==> src/rtl/rcs_pkg.sv <==
`timescale 1ns/1ps
package rcs_pkg;

    // Propagate / generate summary of one contiguous bit span
    typedef struct packed {
        logic p;
        logic g;
    } pg_t;

    // Join a lower span with the span directly above it
    function automatic pg_t pg_join(input pg_t lo, input pg_t hi);
        pg_t r;
        r.p = lo.p & hi.p;
        r.g = hi.g | (hi.p & lo.g);
        return r;
    endfunction

    function automatic logic maj3(input logic x, input logic y, input logic z);
        return (x & y) | (x & z) | (y & z);
    endfunction

    function automatic bit is_pow2(input int v);
        return (v > 0) && ((v & (v - 1)) == 0);
    endfunction

endpackage

==> src/rtl/rcs_leaf.sv <==
`timescale 1ns/1ps
module rcs_leaf
    import rcs_pkg::*;
#(
    parameter int W = 2
) (
    input  logic [W-1:0] a,
    input  logic [W-1:0] b,
    input  logic         cin,
    output logic [W-1:0] sum,
    output logic         cout,
    output pg_t          pg
);

    logic [W:0] chain;
    logic [W:0] gchain;

    // Short ripple chain: cheaper than another select level at this width
    always_comb begin
        chain[0]  = cin;
        gchain[0] = 1'b0;
        for (int i = 0; i < W; i++) begin
            sum[i]      = a[i] ^ b[i] ^ chain[i];
            chain[i+1]  = maj3(a[i], b[i], chain[i]);
            gchain[i+1] = (a[i] & b[i]) | ((a[i] ^ b[i]) & gchain[i]);
        end
        cout = chain[W];
        pg.p = &(a ^ b);
        pg.g = gchain[W];
    end

endmodule

==> src/rtl/rcs_sel.sv <==
`timescale 1ns/1ps
module rcs_sel #(
    parameter int W = 2
) (
    input  logic         pick,
    input  logic [W-1:0] s_if0,
    input  logic [W-1:0] s_if1,
    input  logic         c_if0,
    input  logic         c_if1,
    output logic [W-1:0] s_out,
    output logic         c_out
);

    always_comb begin
        s_out = pick ? s_if1 : s_if0;
        c_out = pick ? c_if1 : c_if0;
    end

endmodule

==> src/rtl/rcs_node.sv <==
`timescale 1ns/1ps
module rcs_node
    import rcs_pkg::*;
#(
    parameter int W    = 32,
    parameter int LEAF = 2
) (
    input  logic [W-1:0] a,
    input  logic [W-1:0] b,
    input  logic         cin,
    output logic [W-1:0] sum,
    output logic         cout,
    output pg_t          pg
);

    localparam int H = W / 2;

    generate
        if (W <= LEAF) begin : g_leaf
            rcs_leaf #(.W(W)) u_leaf (
                .a(a), .b(b), .cin(cin),
                .sum(sum), .cout(cout), .pg(pg)
            );
        end else begin : g_split
            logic [H-1:0] lo_sum, hi0_sum, hi1_sum, hi_sum;
            logic         lo_c, hi0_c, hi1_c;
            pg_t          lo_pg, hi0_pg, hi1_pg, hi_pg;

            rcs_node #(.W(H), .LEAF(LEAF)) u_lo (
                .a(a[H-1:0]), .b(b[H-1:0]), .cin(cin),
                .sum(lo_sum), .cout(lo_c), .pg(lo_pg)
            );
            rcs_node #(.W(H), .LEAF(LEAF)) u_hi0 (
                .a(a[W-1:H]), .b(b[W-1:H]), .cin(1'b0),
                .sum(hi0_sum), .cout(hi0_c), .pg(hi0_pg)
            );
            rcs_node #(.W(H), .LEAF(LEAF)) u_hi1 (
                .a(a[W-1:H]), .b(b[W-1:H]), .cin(1'b1),
                .sum(hi1_sum), .cout(hi1_c), .pg(hi1_pg)
            );

            rcs_sel #(.W(H)) u_sel (
                .pick(lo_c),
                .s_if0(hi0_sum), .s_if1(hi1_sum),
                .c_if0(hi0_c),   .c_if1(hi1_c),
                .s_out(hi_sum),  .c_out(cout)
            );

            // Both speculative copies hold the same flags; take one field
            // from each so neither copy carries the whole fanout
            always_comb begin
                hi_pg.p = hi1_pg.p;
                hi_pg.g = hi0_pg.g;
            end

            assign sum = {hi_sum, lo_sum};
            assign pg  = pg_join(lo_pg, hi_pg);
        end
    endgenerate

endmodule

==> src/rtl/rcs_adder.sv <==
`timescale 1ns/1ps
module rcs_adder
    import rcs_pkg::*;
#(
    parameter int N    = 32,
    parameter int LEAF = 2
) (
    input  logic [N-1:0] a,
    input  logic [N-1:0] b,
    input  logic         cin,
    output logic [N-1:0] sum,
    output logic         cout,
    output logic         grp_p,
    output logic         grp_g
);

    generate
        if (!is_pow2(N) || N < 4 || !is_pow2(LEAF) || LEAF > N) begin : g_bad_cfg
            $error("rcs_adder: N must be a power of two >= 4, LEAF a power of two <= N");
        end
    endgenerate

    pg_t root_pg;

    rcs_node #(.W(N), .LEAF(LEAF)) u_root (
        .a(a), .b(b), .cin(cin),
        .sum(sum), .cout(cout), .pg(root_pg)
    );

    assign grp_p = root_pg.p;
    assign grp_g = root_pg.g;

endmodule

==> config.mk <==
export PLATFORM = sky130hd
export DESIGN_NAME = rcs_adder
export DESIGN_NICKNAME = d
export VERILOG_FILES = /design/src/rtl/rcs_pkg.sv /design/src/rtl/rcs_leaf.sv /design/src/rtl/rcs_sel.sv /design/src/rtl/rcs_node.sv /design/src/rtl/rcs_adder.sv
export SDC_FILE = /design/constraint.sdc
export NUM_CORES = 1
export LEC_CHECK = 0
export BUFFER_PORTS_ARGS = -buffer_cell sky130_fd_sc_hd__buf_2
export CAP_MARGIN = 20
export CORE_ASPECT_RATIO = 1.4
export CORE_MARGIN = 3
export CORE_UTILIZATION = 52
export DETAILED_ROUTE_END_ITERATION = 8
export GPL_TIMING_DRIVEN = 1
export PLACE_DENSITY = 0.95
export SETUP_SLACK_MARGIN = 0.15
export SYNTH_ARGS = -nofsm -noshare
export SYNTH_HDL_FRONTEND = slang
export SYNTH_SLANG_ARGS = --single-unit
==> constraint.sdc <==
create_clock -name vclk -period 5.8
set_clock_uncertainty 0.15 [all_clocks]
set_input_delay 1.16 -clock vclk [all_inputs]
set_output_delay 1.16 -clock vclk [all_outputs]
set_load 0.05 [all_outputs]
Word-level counts from Yosys, hierarchy flattened --
Cells that the tools add are included.
Storage, ports and cells: output and inout bits 35, register bits after elaboration 0, bits of input ports 65, logic and storage cells 430
Operators by class: muxes and demuxes 52, bitwise logic cells 362, reduce and logical (&&, ||, !) cells 16
Operators by type and width (count):
- $and A1 B1 Y1 | 142
- $or A1 B1 Y1 | 125
- $xor A1 B1 Y1 | 64
- $reduce_and A2 Y1 | 16
- $xor A2 B2 Y2 | 16
- $mux W2 | 15
- $mux W4 | 7
- $mux W1 | 26
- $mux W8 | 3
- $mux W16 | 1
- $not A1 Y1 | 15

Logic depth before layout (Yosys ltp) --
Gate-level depths: netlist of the first run.
depth in word-level cells 11, depth in mapped cells 13, gate-level depth less buffers 13

Hierarchy --
A second synthesis of the first run with hierarchy kept.
Unflattened totals: cells, all modules 1469, area, all modules 11792.6 µm²
Modules (own cells, without submodules):
- rcs_leaf at u_root.g_split.u_hi0.g_split.u_hi0.g_split.u_hi1.g_split.u_lo.g_leaf.u_leaf ... | cells each 14, sequential area each 0.0 µm², area an instance 108.9 µm², instances 76
- rcs_sel at u_root.g_split.u_hi0.g_split.u_hi0.g_split.u_hi0.g_split.u_sel ... | cells each 3, sequential area each 0.0 µm², area an instance 33.8 µm², instances 27
- rcs_node at u_root ... | cells each 4, sequential area each 0.0 µm², area an instance 21.3 µm², instances 40
- rcs_leaf at u_root.g_split.u_hi0.g_split.u_hi0.g_split.u_hi0.g_split.u_hi0.g_leaf.u_leaf ... | cells each 14, sequential area each 0.0 µm², area an instance 110.1 µm², instances 5
- rcs_sel at u_root.g_split.u_hi0.g_split.u_hi0.g_split.u_sel ... | cells each 5, sequential area each 0.0 µm², area an instance 56.3 µm², instances 9
- rcs_sel at u_root.g_split.u_hi0.g_split.u_sel ... | cells each 10, sequential area each 0.0 µm², area an instance 146.4 µm², instances 3
- rcs_sel at u_root.g_split.u_sel | cells each 19, sequential area each 0.0 µm², area an instance 260.2 µm², instances 1

Least setup slack after synthesis of the first run --
OpenSTA, ideal clock, no wires.
path kind input -> output, start input port a[0], end output port cout, path buffers 0, stages on the path 13, arrival time 4.767 ns, setup slack -0.277 ns, data required time 4.490 ns, path through inv_1 -> fa_1 -> inv_1 -> fa_1 -> nor2b_4 -> o22a_4 -> o21a_4 -> o31a_1 -> a211oi_4 -> nor3_1 -> a211oi_4 -> mux2i_1 -> mux2i_1
On the way: cells in the longest elaborated chain, start to end 10, elaborated cells on any way between the ends 12
Ends and longest elaborated chain:
- from (decl) | RTL line rcs_adder.sv:8 | input logic [N-1:0] a,
- $and A1 B1 Y1 | RTL line rcs_pkg.sv:19 | return (x & y) | (x & z) | (y & z);
- $or A1 B1 Y1 * (2 in a row) | RTL line rcs_pkg.sv:19
- $and A1 B1 Y1 | RTL line rcs_pkg.sv:19
- $or A1 B1 Y1 | RTL line rcs_pkg.sv:19
- $or A1 B1 Y1 * | RTL line rcs_pkg.sv:19
- $mux W1 * (4 in a row) | RTL line rcs_sel.sv:16 | c_out = pick ? c_if1 : c_if0;
- to (decl) | RTL line rcs_adder.sv:12 | output logic cout,
Mark *: on every way between the ends. The rest lies on a longest branch, timed or not.

Worst setup path in the final report of the first run --
start input port a[0], end output port sum[31]
On the way: cells in the longest elaborated chain, start to end 10, elaborated cells on any way between the ends 12
Ends and longest elaborated chain:
- $and A1 B1 Y1 | RTL line rcs_pkg.sv:19
- $or A1 B1 Y1 * (2 in a row) | RTL line rcs_pkg.sv:19
- $and A1 B1 Y1 | RTL line rcs_pkg.sv:19
- $or A1 B1 Y1 | RTL line rcs_pkg.sv:19
- $or A1 B1 Y1 * | RTL line rcs_pkg.sv:19
- $mux W1 * (3 in a row) | RTL line rcs_sel.sv:16
- $mux W16 * | RTL line rcs_sel.sv:15 | s_out = pick ? s_if1 : s_if0;
- to (decl) | RTL line rcs_adder.sv:11 | output logic [N-1:0] sum,
Marks and branches as above.

==> PnR_summary.wiki, run 1 <==
{| class="wikitable"
! Metric !! Value
|-
| Fmax || approximately 0.17 GHz
|-
| Total number of cells along the worst setup path || 15
|-
| Post-DR vias/cell || around 5.5
|-
| Most common cell after layout, fill and taps aside || sky130_fd_sc_hd__buf_2
|-
| Final critical path time including I/O delays and setup || approximately 5.8 ns
|-
| Slowest cell delay on critical path || approximately 0.41 ns
|-
| Total wire length after detailed routing || between 7000 and 8000 um
|-
| Cell Chain, Critical Path || buf_12 -> inv_12 -> fa_2 -> inv_2 -> fa_2 -> nor2b_4 -> o22a_4 -> o21a_4 -> o31a_1 -> a2bb2oi_4 -> o22a_1 -> a211oi_4 -> mux2i_4 -> mux2i_4 -> buf_6
|-
| Worst setup path startpoint || a[0]
|-
| Per-instance average area after synthesis || 9.032 sq um
|-
| Share of cells above drive strength 1 || 42.86%
|-
| Data required, critical path || 4.49 ns
|-
| WL per Instance || roughly 16 um
|-
| Worst hold path class || in -> out
|-
| Chip Height || approximately 86 um
|-
| Vias in the first global route || between 2000 and 3000
|-
| Total Routing Usage GR || between 20% and 30%
|-
| VDD IR max || 143.4 uV
|-
| Routability Congestion || 0.9544
|-
| Normalized max-slew margin || 67.52%
|-
| Number of flip-flops and latches || 0
|-
| DRC Markers || 0
|-
| Inst Count DP || about 440
|-
| Number of primary I/O pins || 100
|-
| Synthesis-to-finish area growth || 43.60%
|-
| Timing endpoint of the critical path || sum[31]
|-
| Die width || ~63 um
|-
| Wire length of the first global-routing pass || about 11000 um
|-
| Biggest fanout along the worst timing path || 4
|-
| Post-layout instance count excluding filler cells || 445
|-
| Total negative slack || 0 ns
|-
| Hold Violations, Final || 0
|-
| Number of buffers inserted by hold repair at cts || 0
|-
| Pin slew with the least headroom to its limit || about 0.49 ns
|-
| Number of buffers and inverters on the critical path || 4
|-
| Final count of negative-setup-slack endpoints || 0
|-
| Power density cells || approximately 220 nW/um^2
|-
| Ratio of final minimum period to clock period || around 100%
|-
| Critical path start-end classification || in -> out
|-
| Run status || finished, final reports clean
|-
| Max-cap violation count || 0
|-
| Leakage power figure || approximately 1.8 nW
|-
| Core region area || approximately 4300 sq um
|-
| Initial antenna violation count || 0
|-
| Ys Warns || 0
|-
| Fraction of met1 tracks used by global routing || between 20% and 30%
|-
| Post-layout total power || ~0.77 mW
|-
| Overflow left after global routing || 0
|-
| Number of different library cells in the post-synthesis netlist || 47
|-
| Antenna Cells || 0
|-
| Total number of vias || 2440
|-
| Portion of synthesized cell area occupied by the leading cell type || approximately 25%
|-
| Dominant cell type by area after synthesis || sky130_fd_sc_hd__ha_1
|-
| Detailed-placement wirelength estimate || approximately 5700 um
|-
| Count of buffers from port buffering || 100
|-
| Leading cell types by total area after synthesis || sky130_fd_sc_hd__ha_1 25%, sky130_fd_sc_hd__fa_1 20%, sky130_fd_sc_hd__inv_1 7.8%, sky130_fd_sc_hd__xnor2_1 4.8%, sky130_fd_sc_hd__mux2_2 4.2%
|-
| Initial DRC count || 73
|-
| Remaining number of nets flagged by the antenna check after routing || 0
|-
| Sequential cell area fraction in the yosys report || 0%
|-
| Syn Inst Count || between 200 and 300
|-
| Final Max Slew Viols || 0
|-
| Storage cell area || 0 sq um
|-
| Commonest cells after routing, fill and taps aside || 83 x sky130_fd_sc_hd__buf_2, 47 x sky130_fd_sc_hd__ha_1, 46 x sky130_fd_sc_hd__inv_1
|-
| Data arrival, critical path || between 4 and 5 ns
|-
| Crit path launch type || input pin
|-
| Netlist Area Pre-Place || around 2400 sq um
|-
| Met2 layer usage reported by global route || a little under three fifths
|-
| # nets final || about 520
|-
| GRT met3 Usage || approximately 1.3%
|-
| Clock buffer instance count of the final layout || 0
|-
| Sort of element at the end of the critical path || primary output
|-
| Top Usage Layer GRT || met2
|-
| Synthesized net count || between 400 and 500
|-
| Worst path slowest cell || sky130_fd_sc_hd__mux2i_4
|-
| Count of TritonRoute iterations in the first routing pass || 4
|-
| Unrepaired setup endpoints after global routing || yes
|-
| Maximum number of pins on one net before global-route repair || 7
|-
| Starting density of the core || between 50% and 60%
|-
| Crit path max-delay family || compound AO/OA/AOI/OAI gates
|-
| Std cell rows || 28
|-
| Die area || around 5500 sq um
|}
how the worst min path moves through the flow:
stage,start,end,slack [ns],cells after the start
2_1_floorplan,b[1],sum[1],2.53,1
3_3_place_gp,b[1],sum[1],2.72,3
3_5_place_dp,b[1],sum[1],2.72,3
4_1_cts,b[1],sum[1],2.72,3
5_1_grt,b[0],sum[0],2.75,5
6_report,b[0],sum[0],2.72,5
routing by layer:
layer / vias to the layer above / part of all wire (%)
met1: 1191 / 31
li1: 1134 / -
met2: 97 / 62
met5: - / 0
met4: 0 / 2.4
met3: 18 / 4.5
metrics by stage:
stage | hold WS, ns | cell area (sq um) | setup WS (ns) | utilization (%)
2_1_floorplan | 2.529 | 2484 | 0.1111 | -
3_3_place_gp | 2.716 | 3149 | -0.09743 | 72.49
3_5_place_dp | 2.724 | 3149 | -0.1737 | 72.49
4_1_cts | 2.715 | 3372 | -0.04370 | 77.62
5_1_grt | 2.749 | 3437 | -0.1188 | 79.12
6_report | 2.724 | 3437 | 0.001005 | 79.12
where the power goes:
part	total (mW)	switching, mW	internal [mW]
clock	0	0	0
combinational	0.766	0.459	0.307
sequential	0	0	0
total	0.766	0.459	0.307
cells by family after synthesis:
family	Yosys count	synth area share, %
xor+xnor	19	6.952
fa+ha+maj	71	44.64
buf+inv	50	7.841
mux	21	9.828
compound gates	47	16.83
simple gates	57	13.90
layout make-up:
| type | instances | area, sq um |
|---|---|---|
| inverters | 50 | 205.2 |
| well taps | 60 | 75.07 |
| repair buffers | 120 | 807.0 |
| fillers | 321 | 907.1 |
| multi-input cells | 215 | 2350 |
synth_stat cells, types with 3 or more instances:
cell / instances
sky130_fd_sc_hd__nand2_1: 16
sky130_fd_sc_hd__nand3_1: 5
sky130_fd_sc_hd__nor2_1: 9
sky130_fd_sc_hd__nand4_1: 5
sky130_fd_sc_hd__mux2_2: 9
sky130_fd_sc_hd__a21oi_1: 5
sky130_fd_sc_hd__a21o_1: 4
sky130_fd_sc_hd__o211ai_1: 3
sky130_fd_sc_hd__a21bo_2: 4
sky130_fd_sc_hd__inv_1: 50
sky130_fd_sc_hd__a31oi_1: 4
sky130_fd_sc_hd__fa_1: 24
sky130_fd_sc_hd__ha_1: 47
sky130_fd_sc_hd__mux2i_1: 10
sky130_fd_sc_hd__and3_1: 3
sky130_fd_sc_hd__a21boi_0: 3
sky130_fd_sc_hd__xnor2_1: 13
sky130_fd_sc_hd__xor2_1: 6
sky130_fd_sc_hd__o21ai_0: 6
sky130_fd_sc_hd__o21bai_1: 3
repair_timing:
action                                  in CTS  in global routing
buffers inserted                             5                  3
resized for setup                           49                 11
endpoints found under the setup margin      14                 18
pin swaps                                   11                  7
cloned                                       0                  0
Power figures use the tool's default switching activity.
==> run 2: changes to the inputs <==
--- a/config.mk
+++ b/config.mk
@@ -5,6 +5,7 @@
 export SDC_FILE = /design/constraint.sdc
 export NUM_CORES = 1
 export LEC_CHECK = 0
+export ABC_CLOCK_PERIOD_IN_PS = 5800
 export BUFFER_PORTS_ARGS = -buffer_cell sky130_fd_sc_hd__buf_2
 export CAP_MARGIN = 20
 export CORE_ASPECT_RATIO = 1.4
@@ -13,6 +14,7 @@
 export DETAILED_ROUTE_END_ITERATION = 8
 export GPL_TIMING_DRIVEN = 1
 export PLACE_DENSITY = 0.95
+export RECOVER_POWER = 100
 export SETUP_SLACK_MARGIN = 0.15
 export SYNTH_ARGS = -nofsm -noshare
 export SYNTH_HDL_FRONTEND = slang
==> constraint.sdc (replaced) <==
create_clock -name vclk -period 5.8
set_clock_uncertainty 0.15 [all_clocks]
set_input_delay 1.45 -clock vclk [all_inputs]
set_output_delay 1.45 -clock vclk [all_outputs]
set_load 0.05 [all_outputs]
==> PnR_summary.wiki, run 2 (synthesis results as in run 1) <==
{| class="wikitable"
! Metric !! Value
|-
| Run status || finished, violations left
|-
| Violations in the final reports || setup timing
|-
| Antenna Cells || 0
|-
| Initial DRC count || 183
|-
| Pin slew with the least headroom to its limit || 0.6461 ns
|-
| Total Routing Usage GR || approximately a third
|-
| Biggest fanout along the worst timing path || 3
|-
| WL per Instance || approximately 22 um
|-
| Timing endpoint of the critical path || sum[31]
|-
| Leakage power figure || between 2 and 2.5 nW
|-
| Share of cells above drive strength 1 || 47.82%
|-
| Critical path start-end classification || in -> out
|-
| Count of buffers from port buffering || 100
|-
| Post-layout total power || 0.9438 mW
|-
| Data required, critical path || roughly 4.2 ns
|-
| Hold Slack || ~3.3 ns
|-
| Count of TritonRoute iterations in the first routing pass || 4
|-
| Net switching power of the design || between 0.5 and 0.6 mW
|-
| Summed area of non-filler cells in the final layout || roughly 4000 sq um
|-
| Sort of element at the end of the critical path || primary output
|-
| Data arrival, critical path || slightly below 5 ns
|-
| Final Max Slew Viols || 0
|-
| Overflow left after global routing || 0
|-
| Commonest cells after routing, fill and taps aside || 62 x sky130_fd_sc_hd__buf_2, 47 x sky130_fd_sc_hd__ha_1, 46 x sky130_fd_sc_hd__inv_1
|-
| Die width || 63.34 um
|-
| Chip Height || ~86 um
|-
| Remaining number of nets flagged by the antenna check after routing || 0
|-
| Post-DR vias/cell || approximately 6
|-
| Slowest cell delay on critical path || around 0.4 ns
|-
| Post-layout util || between 90% and 100%
|-
| Final count of negative-setup-slack endpoints || 25
|-
| VDD IR max || between 150 and 200 uV
|-
| Most common cell after layout, fill and taps aside || sky130_fd_sc_hd__buf_2
|-
| Initial antenna violation count || 0
|-
| Fmax || about 0.15 GHz
|-
| Post-layout instance count excluding filler cells || ~470
|-
| Total wire length after detailed routing || around 10000 um
|-
| Internal power || between 0.4 and 0.5 mW
|-
| Number of buffers inserted by hold repair at cts || 0
|-
| Relative contribution of sequential cells to total power || 0%
|-
| DRC Markers || 0
|-
| Worst hold path class || in -> out
|-
| Core region area || roughly 4300 sq um
|-
| Final critical path time including I/O delays and setup || between 6 and 7 ns
|-
| Worst setup path startpoint || a[0]
|-
| Placed cell areas || roughly 3500 sq um
|-
| Vias in the first global route || around 3200
|-
| Wire length of the first global-routing pass || around 15000 um
|-
| Worst path slowest cell || sky130_fd_sc_hd__mux2i_4
|-
| Routability Congestion || around 0.86
|-
| Crit path launch type || input pin
|-
| Clock buffer instance count of the final layout || 0
|-
| Number of flip-flops and latches || 0
|-
| Combinational cell fraction of total power || 100.0%
|-
| Met1 wire length || approximately 3200 um
|-
| # nets final || between 500 and 600
|-
| Power density cells || 235.5 nW/um^2
|-
| Total number of vias || around 2800
|-
| Hold Violations, Final || 0
|-
| Inst Count DP || 458
|-
| Number of primary I/O pins || 100
|-
| Storage cell area || 0 sq um
|-
| Detailed route wirelength on metal3 || between 500 and 600 um
|-
| Normalized max-slew margin || 57.11%
|-
| Starting density of the core || between 50 and 60%
|-
| Maximum number of pins on one net before global-route repair || 6
|-
| Uppermost metal layer occupied by signal nets || met4
|-
| Met2 wire len || roughly 5800 um
|-
| Cell Chain, Critical Path || buf_12 -> inv_12 -> fa_2 -> inv_2 -> fa_2 -> nor2b_4 -> o22a_4 -> buf_12 -> nor3_4 -> o31a_1 -> a211oi_4 -> buf_4 -> o22a_1 -> a211oi_4 -> mux2i_4 -> mux2i_4 -> buf_6
|-
| Detailed-placement wirelength estimate || 6288 um
|-
| Ratio of final minimum period to clock period || 111.9%
|-
| Unrepaired setup endpoints after global routing || yes
|-
| Std cell rows || 28
|-
| Die area || 5465 sq um
|-
| Setup WS post-layout || -0.6875 ns
|-
| Synthesis-to-finish area growth || 67.43%
|-
| Max-cap violation count || 0
|-
| Portion of total power attributed to the clock network || 0%
|-
| Switching share of power || a little under three fifths
|}
-- run 2: cell types whose count changed in the layout (fill, tap and decap cells not counted), moves of 4 or more --
cell and delta:
sky130_fd_sc_hd__xnor2_4 +5, sky130_fd_sc_hd__buf_4 +12, sky130_fd_sc_hd__xnor2_1 -5, sky130_fd_sc_hd__xor2_1 -4, sky130_fd_sc_hd__buf_2 -21, sky130_fd_sc_hd__buf_6 +27, sky130_fd_sc_hd__clkbuf_1 +10
-- run 2: cell type report --
cell class                      count  area, sq um
Tap cell                           60        75.07
Inverter                           50        205.2
Timing Repair Buffer              147         1131
Multi-Input combinational cell    215         2596
Fill cell                         151        336.6
-- run 2: timing repair --
action                     CTS  global route
setup endpoints to repair   24            25
hold endpoints to repair     0             0
setup buffers                9             5
gates resized for setup     88            15
pin swaps                   18             8
-- run 2: per-stage QoR --
stage | TNS (ns) | worst slack, ns
after global routing | -12.27 | -0.7533
after floorplan | -3.549 | -0.4689
after CTS | -6.613 | -0.5747
final | -10.55 | -0.6875
after detailed placement | -11.62 | -0.7655
after global placement | -9.939 | -0.6748
-- run 2: critical path: cells and delay by family --
kind	cells	cell delay, ns
muxes	2	0.70
adders and majority gates	2	0.57
buffers and inverters	6	0.65
and+or+nand+nor	2	0.37
AOI/OAI and AO/OA	5	1.12
-- run 2: layer usage --
metal | vias to the layer above | track usage (%)
li1 | 1187 | -
met1 | 1320 | 28.34
met2 | 215 | 70.72
met3 | 88 | 5.058
met4 | 0 | 22.40
met5 | - | 0
-- run 2: how the worst min path moves through the flow --
stage	from	endpoint	slack [ns]	cells after the start
6_report	b[30]	sum[30]	3.31	5
5_1_grt	b[9]	sum[9]	3.33	4
4_1_cts	b[9]	sum[9]	3.28	4
3_5_place_dp	b[5]	sum[5]	3.31	4
3_3_place_gp	b[9]	sum[9]	3.30	4
2_1_floorplan	b[1]	sum[1]	3.11	1
-- run 2: power groups by stage --
stage / Clock [mW] / Sequential [mW] / Combinational [mW]
floorplan: 0 / 0 / 0.543
detailed placement: 0 / 0 / 0.736
CTS: 0 / 0 / 0.875
global placement: 0 / 0 / 0.712
global route: 0 / 0 / 0.977
finish: 0 / 0 / 0.944
==> run 3: changes to the inputs <==
--- a/config.mk
+++ b/config.mk
@@ -9,7 +9,7 @@
 export BUFFER_PORTS_ARGS = -buffer_cell sky130_fd_sc_hd__buf_2
 export CAP_MARGIN = 20
 export CORE_ASPECT_RATIO = 1.4
-export CORE_MARGIN = 3
+export CORE_MARGIN = 2
 export CORE_UTILIZATION = 52
 export DETAILED_ROUTE_END_ITERATION = 8
 export GPL_TIMING_DRIVEN = 1
==> PnR_summary.wiki, run 3 (synthesis results as in run 1) <==
{| class="wikitable"
! Metric !! Value
|-
| Sort of element at the end of the critical path || primary output
|-
| Number of flip-flops and latches || 0
|-
| Crit path launch type || input pin
|-
| Count of TritonRoute iterations in the first routing pass || 4
|-
| Storage cell area || 0 sq um
|-
| Detailed-placement wirelength estimate || between 5000 and 6000 um
|-
| Vias in the first global route || approximately 3100
|-
| Cell Chain, Critical Path || buf_12 -> inv_12 -> fa_2 -> inv_2 -> fa_2 -> nor2b_4 -> o22a_4 -> o21a_4 -> o31a_1 -> a211oi_4 -> buf_6 -> nor2_8 -> a211oi_4 -> mux2i_4 -> mux2i_4 -> buf_6
|-
| Hold Slack || between 3 and 4 ns
|-
| Final critical path time including I/O delays and setup || approximately 6.4 ns
|-
| Minimum setup slack after placement || -0.7833 ns
|-
| Number of primary I/O pins || 100
|-
| Max-cap violation count || 0
|-
| Initial DRC count || between 100 and 150
|-
| Hold Violations, Final || 0
|-
| Hold EP || sum[9]
|-
| Power density cells || ~240 nW/um^2
|-
| Total negative slack || -8.286 ns
|-
| Pin slew with the least headroom to its limit || about 0.63 ns
|-
| Routability Congestion || 0.8935
|-
| Most common cell after layout, fill and taps aside || sky130_fd_sc_hd__buf_2
|-
| Count of buffers from port buffering || 100
|-
| Starting density of the core || between 50% and 60%
|-
| DRC Markers || 0
|-
| Maximum number of pins on one net before global-route repair || 6
|-
| Std cell rows || 29
|-
| Post-layout util || 89.15%
|-
| Fmax || ~0.16 GHz
|-
| Data arrival, critical path || around 4.8 ns
|-
| Worst hold path class || in -> out
|-
| Post-layout total power || 0.9524 mW
|-
| Commonest cells after routing, fill and taps aside || 62 x sky130_fd_sc_hd__buf_2, 47 x sky130_fd_sc_hd__ha_1, 46 x sky130_fd_sc_hd__inv_1
|-
| Die area || just over 5000 sq um
|-
| Post-DR vias/cell || 5.753
|-
| Number of buffers and inverters on the critical path || 5
|-
| Depth of the worst hold-timing path || 4
|-
| Overflow left after global routing || 0
|-
| Antenna Cells || 0
|-
| Worst path slowest cell || sky130_fd_sc_hd__mux2i_4
|-
| Number of inserted filler cells in the final layout || about 200
|-
| Run status || finished, violations left
|-
| Crit path max-delay family || compound AO/OA/AOI/OAI gates
|-
| Total Routing Usage GR || 35.98%
|-
| Wire length of the first global-routing pass || 14230 um
|-
| Share of cells above drive strength 1 || ~47%
|-
| Die width || 61.34 um
|-
| Ratio of final minimum period to clock period || 110.4%
|-
| Leakage power figure || ~2.0 nW
|-
| # nets final || 549
|-
| Data required, critical path || about 4.2 ns
|-
| Setup WS post-layout || -0.6032 ns
|-
| Normalized max-slew margin || between 50% and 60%
|-
| Final count of negative-setup-slack endpoints || 21
|-
| Origin of the worst min-delay path || b[9]
|-
| Critical path start-end classification || in -> out
|-
| Total wire length after detailed routing || ~9000 um
|-
| Unrepaired setup endpoints after global routing || yes
|-
| Synthesis-to-finish area growth || 67.59%
|-
| Worst setup path startpoint || a[0]
|-
| VDD IR max || ~200 uV
|-
| Area occupied by multi-input gates || 2592 sq um
|-
| Clock buffer instance count of the final layout || 0
|-
| Core region area || 4499 sq um
|-
| Total number of vias || ~2700
|-
| Biggest fanout along the worst timing path || 3
|-
| Chip Height || roughly 84 um
|-
| Slowest cell delay on critical path || ~0.4 ns
|-
| Remaining number of nets flagged by the antenna check after routing || 0
|-
| Initial antenna violation count || 0
|-
| Violations in the final reports || setup timing
|-
| Final Max Slew Viols || 0
|-
| WL per Instance || ~20 um
|}
-- run 3: worst max-delay path by stage --
stage	endpoint	cells past startpoint	slack, ns
finish	cout	16	-0.60
global route	cout	16	-0.69
CTS	cout	15	-0.56
detailed placement	sum[30]	16	-0.78
global placement	cout	15	-0.67
floorplan	cout	13	-0.47
-- run 3: repair_timing --
item,4_1_cts,5_1_grt
pin swaps,18,13
hold buffers,0,0
setup endpoints to repair,24,25
endpoints found under the hold margin,0,0
resized for setup,86,16
setup buffers,8,7
-- run 3: area by class of cell --
| type | count | area share, % |
|---|---|---|
| multi-input combinational | 215 | 64.63 |
| timing repair buffer | 146 | 28.26 |
| inverter | 50 | 5.178 |
| tap | 62 | 1.934 |
-- run 3: power by group --
group	total [mW]	switching, mW	internal (mW)
logic	0.952	0.529	0.423
clock network	0	0	0
registers	0	0	0
total	0.952	0.529	0.423
-- run 3: per-layer routing --
metal / vias to the layer above / wire length (um) / track usage [%]
met2: 157 / 5424 / 67.60
li1: 1187 / - / -
met5: - / 0 / 0
met1: 1327 / 2834 / 35.02
met4: 0 / 521 / 17.60
met3: 50 / 457 / 6.780
-- run 3: stage by stage --
stage / cell area, sq um / instances
6_report: 4011 / 473
4_1_cts: 3908 / 466
3_3_place_gp: 3496 / 458
3_5_place_dp: 3496 / 458
5_1_grt: 4011 / 473
2_1_floorplan: 2685 / 265
